`config.mk`:
```
export PLATFORM = sky130hd
export DESIGN_NAME = pp_arbiter
export DESIGN_NICKNAME = d
export VERILOG_FILES = /design/src/rtl/pp_arb_pkg.sv /design/src/rtl/pp_addr_path.sv /design/src/rtl/pp_ctrl.sv /design/src/rtl/pp_arbiter.sv
export SDC_FILE = /design/constraint.sdc
export NUM_CORES = 1
export LEC_CHECK = 0
export CAP_MARGIN = 20
export CORE_AREA = 2 2 83 85
export DETAILED_ROUTE_END_ITERATION = 7
export DIE_AREA = 0 0 85 87
export GPL_TIMING_DRIVEN = 0
export PLACE_DENSITY_LB_ADDON = 0.25
export SYNTH_ARGS = -nofsm -noshare
export SYNTH_HDL_FRONTEND = slang
export SYNTH_SLANG_ARGS = --single-unit
```
`constraint.sdc`:
```
create_clock -name clk -period 2.8 [get_ports clk]
set_input_delay 0.56 -clock clk [delete_from_list [all_inputs] [get_ports clk]]
set_output_delay 0.56 -clock clk [all_outputs]
set_load 0.1 [all_outputs]
```
`src/rtl/pp_arb_pkg.sv`:
```
package pp_arb_pkg;
  // strobes from the control FSM to the address datapath
  typedef struct packed {
    logic clr;      // both positions to zero (buffer swap)
    logic xchg;     // exchange counter and save register
    logic incCnt;   // advance the active position
    logic incSave;  // advance the paused position (lockstep)
  } ctrlStrb_t;
endpackage

```
`src/rtl/pp_addr_path.sv`:
```
module pp_addr_path
  import pp_arb_pkg::*;
#(
  parameter int AW = 18
) (
  input  logic          clk,
  input  logic          rstN,
  input  ctrlStrb_t     strb,
  output logic [AW-1:0] addr,
  output logic          addrEqSave,
  output logic          addrAtEnd
);
  localparam logic [AW-1:0] LAST = {AW{1'b1}};

  logic [AW-1:0] cnt;
  logic [AW-1:0] saveReg;

  always_ff @(posedge clk) begin
    if (!rstN) begin
      cnt     <= '0;
      saveReg <= '0;
    end else if (strb.clr) begin
      cnt     <= '0;
      saveReg <= '0;
    end else if (strb.xchg) begin
      cnt     <= saveReg;
      saveReg <= cnt;
    end else begin
      if (strb.incCnt)  cnt     <= cnt + 1'b1;
      if (strb.incSave) saveReg <= saveReg + 1'b1;
    end
  end

  assign addr       = cnt;
  assign addrEqSave = (cnt == saveReg);
  assign addrAtEnd  = (cnt == LAST);

  // handover swaps the two positions and does not count
  p_xchg_swap_r7: assert property (@(posedge clk) disable iff (!rstN)
    (strb.xchg && !strb.clr) |=> (cnt == $past(saveReg)) && (saveReg == $past(cnt)));

  // a swap restarts both positions at zero
  p_clr_zero_r4: assert property (@(posedge clk) disable iff (!rstN)
    strb.clr |=> (cnt == '0) && (saveReg == '0));

  // a plain advance moves the address by exactly one
  p_step_one_r2: assert property (@(posedge clk) disable iff (!rstN)
    (strb.incCnt && !strb.clr && !strb.xchg) |=> (cnt == $past(cnt) + 1'b1));
endmodule

```
`src/rtl/pp_ctrl.sv`:
```
module pp_ctrl
  import pp_arb_pkg::*;
(
  input  logic       clk,
  input  logic       rstN,
  input  logic       inAvail,
  input  logic       addrEqSave,
  input  logic       addrAtEnd,
  output ctrlStrb_t  strb,
  output logic       fillSel,
  output logic       wrStb,
  output logic       rdStb,
  output logic [1:0] bufFull
);
  typedef enum logic {OWN_FILL, OWN_DRAIN} owner_e;

  owner_e     owner;
  logic [1:0] full;
  logic       selQ;
  logic       fillCan, drainCan, swapNow;

  assign fillCan  = inAvail && !full[selQ];
  assign drainCan = full[~selQ];
  assign swapNow  = full[selQ] && !full[~selQ];

  always_comb begin
    strb  = '0;
    wrStb = 1'b0;
    rdStb = 1'b0;
    if (swapNow) begin
      strb.clr = 1'b1;
    end else if (fillCan) begin
      if (owner == OWN_DRAIN) begin
        strb.xchg = 1'b1;
      end else begin
        wrStb       = 1'b1;
        strb.incCnt = 1'b1;
        if (drainCan && addrEqSave) begin
          rdStb        = 1'b1;
          strb.incSave = 1'b1;
        end
      end
    end else if (drainCan) begin
      if (owner == OWN_FILL) begin
        strb.xchg = 1'b1;
      end else begin
        rdStb       = 1'b1;
        strb.incCnt = 1'b1;
      end
    end
  end

  always_ff @(posedge clk) begin
    if (!rstN) begin
      owner <= OWN_FILL;
      full  <= 2'b00;
      selQ  <= 1'b0;
    end else if (strb.clr) begin
      owner <= OWN_FILL;
      selQ  <= ~selQ;
    end else begin
      if (strb.xchg)
        owner <= (owner == OWN_FILL) ? OWN_DRAIN : OWN_FILL;
      if (wrStb && addrAtEnd) full[selQ]  <= 1'b1;
      if (rdStb && addrAtEnd) full[~selQ] <= 1'b0;
    end
  end

  assign fillSel = selQ;
  assign bufFull = full;

  p_rd_nonempty_r8: assert property (@(posedge clk) disable iff (!rstN)
    rdStb |-> bufFull[~fillSel]);

  p_wr_notfull_r3: assert property (@(posedge clk) disable iff (!rstN)
    wrStb |-> !bufFull[fillSel]);

  p_swap_gate_r4: assert property (@(posedge clk) disable iff (!rstN)
    (fillSel != $past(fillSel)) |-> ($past(bufFull) == (2'b01 << $past(fillSel))));

  p_xchg_quiet_r6: assert property (@(posedge clk) disable iff (!rstN)
    strb.xchg |-> (!wrStb && !rdStb));

  p_input_prio_r10: assert property (@(posedge clk) disable iff (!rstN)
    (inAvail && !bufFull[fillSel] && !strb.clr) |-> (!rdStb || wrStb));
endmodule

```
`src/rtl/pp_arbiter.sv`:
```
module pp_arbiter
  import pp_arb_pkg::*;
#(
  parameter int AW = 18
) (
  input  logic          clk,
  input  logic          rstN,
  input  logic          inAvail,
  output logic [AW-1:0] ramAddr,
  output logic          fillSel,
  output logic          wrStb,
  output logic          rdStb,
  output logic [1:0]    bufFull
);
  ctrlStrb_t strb;
  logic      addrEqSave;
  logic      addrAtEnd;

  pp_ctrl i_ctrl (
    .clk        (clk),
    .rstN       (rstN),
    .inAvail    (inAvail),
    .addrEqSave (addrEqSave),
    .addrAtEnd  (addrAtEnd),
    .strb       (strb),
    .fillSel    (fillSel),
    .wrStb      (wrStb),
    .rdStb      (rdStb),
    .bufFull    (bufFull)
  );

  pp_addr_path #(.AW(AW)) i_path (
    .clk        (clk),
    .rstN       (rstN),
    .strb       (strb),
    .addr       (ramAddr),
    .addrEqSave (addrEqSave),
    .addrAtEnd  (addrAtEnd)
  );
endmodule

```
==> results of run 1 <==
## synthesized netlist by cell type, drive strengths merged, types with 3 or more instances
library cell / n / share of area
o21a: 3 / 0.0088
xnor2: 4 / 0.014
nand3: 12 / 0.023
nor3: 20 / 0.039
a21oi: 34 / 0.067
and4: 3 / 0.010
nor2b: 4 / 0.0098
a22oi: 5 / 0.015
and3: 7 / 0.017
inv: 7 / 0.010
a211oi: 4 / 0.012
a31oi: 6 / 0.015
nand2: 29 / 0.043
buf: 7 / 0.014
clkbuf: 21 / 0.031
nor2: 17 / 0.026
a221oi: 3 / 0.010
o21ai: 37 / 0.072
nor4: 18 / 0.044
dfxtp: 40 / 0.31
xor2: 18 / 0.062
nor3b: 5 / 0.015
nand4: 7 / 0.017
a41oi: 3 / 0.010
## sequential cells by signal (all words and copies together) (netlist names)
register        count
i_ctrl.bufFull      2
i_ctrl.fillSel      1
i_ctrl.owner        1
i_path.addr        18
i_path.saveReg     18
## what timing repair did
item	CTS	global route
endpoints found under the setup margin	2	9
hold buffers	0	0
resized for setup	11	6
## per-layer routing
layer	wire, um	track usage	vias to the layer above
li1	-	-	1356
met1	3884	0.3210	1358
met2	3810	0.3537	152
met3	690	0.03981	18
met4	160	0.08225	0
met5	0	0	-
## worst register-to-register path, delay by kind of cell (launching register included)
kind            cells  cell delay (ns)
simple gates        4             1.33
flops               1             0.49
fa+ha+maj           1             0.27
xor+xnor            1             0.16
compound gates      1             0.08
## final cells by class
class	count	area (um2)
inverters	7	26.28
repair buffers	25	255.2
fillers	687	3545
multi-input cells	268	1634
plain buffers	27	112.6
well taps	80	100.1
clock buffers	8	90.09
flip-flops and latches	40	805.8
## path summary, 6_finish.rpt
kind	depth (start not counted)	to	slack [ns]	from
worst max register to register	7	i_path.saveReg[16]$_SDFFE_PP0P_	0.33	i_path.saveReg[0]$_SDFFE_PP0P_
worst min register to register	2	i_path.saveReg[7]$_SDFFE_PP0P_	0.57	i_path.saveReg[7]$_SDFFE_PP0P_
worst min-delay path	2	i_path.saveReg[7]$_SDFFE_PP0P_	0.57	i_path.saveReg[7]$_SDFFE_PP0P_
worst max-delay path	1	ramAddr[0]	0.19	i_path.addr[0]$_SDFFE_PP0P_
## kinds of logic (layout without fill, tap and decap cells)
family,count (synthesis),count (layout)
compound gates,116,116
xor+xnor,22,22
fa+ha+maj,2,2
buf+inv,35,67
flops,40,40
mux,1,1
simple gates,127,127
## metrics by stage
step	area (um2)	cells	setup TNS [ns]	total power, mW
3_5_place_dp	2922	448	-3.580	0.6715
4_1_cts	3017	456	0	1.078
3_3_place_gp	2922	448	-3.195	0.6716
5_1_grt	3024	455	0	1.115
2_1_floorplan	2571	343	0	0.6437
6_report	3024	455	0	1.073
## power breakdown
part	leakage, nW	internal, mW	switching, mW
sequential	0.325	0.571	0.00654
clock	0.0455	0.201	0.212
combinational	0.684	0.0201	0.0624
total	1.05	0.792	0.281
==> reports/results.tsv, run 1 <==
stage	metric	value	unit
floorplan	die area	0.007395	mm2
synth	Yosys warning count	0	
floorplan	Initial Util	0.3893	
grt	vias in the first global route	2601	
routing	final wirelength	8545	um
cells_and_area	share of post-route cells with drive strength above 1	0.07467	
run_status	outcome	finished with violations	
min_path	Worst Hold Class	reg2reg	
clock_tree	H-tree Lvls	2	
pwr	leak pwr	1.054	nW
timing	final period utilization	0.9311	
clock_tree	insertion delay to the later sink of the worst-skew pair	0.30	ns
synth	proportion of synthesized area in mux cells	0.003914	
clock_tree	clock transition at the registers of the reported paths	0.08	ns
worst_setup_path	CP max stage cell	clkdlybuf4s50_1	
clock_tree	CTS max path bufs	2	
placement	DP HPWL	5749	um
clock_tree	postcts setup bufs	0	
routing	Via density	6.338	
grt	GRT overflow	0	
clock_tree	CTS tree	yes	
timing	final slew viol count	0	
grt	first-pass GRT wire length	13500	um
cells_and_area	Layout Area Growth over Synthesis	18.25	%
timing	Rel. slew slack	0.3504	
clock_tree	Sink Count	40	
routing	wire per inst	18.78	um
worst_setup_path	CP required	2.24	ns
synth	Top FF cell, synth	dfxtp_1	
worst_setup_path	crit start category	flip-flop	
cells_and_area	n_diodes	0	
floorplan	IO Pins	26	
timing	Worst Skew	0.006346	ns
timing	FMAX	383.6	MHz
synth	#FFs+latches synth	40	
routing	post-route antenna net violation count	0	
timing	RSZ-0062 raised after global routing	no	
cells_and_area	fin nets	379	
floorplan	die height	87	um
worst_setup_path	CP max FO	8	
synth	Cells after Synth	343	
placement	Placement Setup Slack	-0.9305	ns
grt	total track usage	0.2292	
cells_and_area	commonest cells after routing, fill and taps aside	o21ai_0, dfxtp_1, a21oi_1	
run_status	violated checks	design-rule violations	
placement	Final GP Congestion	0.9473	
worst_setup_path	crit-path cells	clkdlybuf4s50_1	
timing	Final setup viols	0	
timing	post-route worst setup slack	0.1929	ns
routing	DR vias	2884	
grt	initial antenna violation count	0	
pwr	power density over cell area	354.8	mW/mm2
synth	Adder-Cell Fraction of Synth Area	0.009785	
worst_setup_path	cell family with most CP delay	buffers and inverters	
worst_setup_path	critical path endpoint category	output port	
clock_tree	root buffer cell	clkbuf_8	
synth	xor and xnor area share after synthesis	0.07534	
clock_tree	Num CTS Buffers	5	
routing	1st-iter DRT viols	384	
synth	Netlist cell types	48	
timing	Worst Hold Slack	0.5652	ns
placement	I/O Buffers	25	
routing	drt pass-1 iters	8	
synth	Post-synth EDFFs	0	
worst_setup_path	Crit path largest cell delay	1.20	ns
synth	sequential area share after synthesis	0.3131	
timing	final hold violation count	0	
synth	mean area per synthesized cell	7.456	um2
worst_setup_path	CP arrival	2.05	ns
timing	fin crit period	2.607	ns
floorplan	core area	0.006569	mm2
synth	largest family of logic cells by synthesized area	compound AO/OA/AOI/OAI gates	
job	Max-Cap Viols	0	
grt	largest net degree at the start of global routing	12	
routing	# DRC	4	
synth	Synth async-reset ratio	0	
synth	syn nets	348	
timing	slew of the pin with the lowest slew margin	0.9713	ns
synth	Synth Cell Area	0.002557	mm2
synth	compound-cell area share of the yosys netlist	0.2833	
cells_and_area	Post-Route Utilization	0.4604	
synth	post-synthesis simple-gate area fraction	0.2598	
floorplan	Core Rows	30	
pwr	VDD IR max	0.1550	mV
floorplan	Die X	85	um
worst_setup_path	worst path bufs/invs	1	
worst_setup_path	CP Class	reg2out	
(Power assumes the default switching activity.)
==> inputs of run 2 (changes only) <==
--- a/config.mk
+++ b/config.mk
@@ -5,6 +5,7 @@
 export SDC_FILE = /design/constraint.sdc
 export NUM_CORES = 1
 export LEC_CHECK = 0
+export ABC_CLOCK_PERIOD_IN_PS = 2800
 export CAP_MARGIN = 20
 export CORE_AREA = 2 2 83 85
 export DETAILED_ROUTE_END_ITERATION = 7
==> results of run 2 <==
Same layout as run 1: the final DEF is identical, and so are final timing and power.
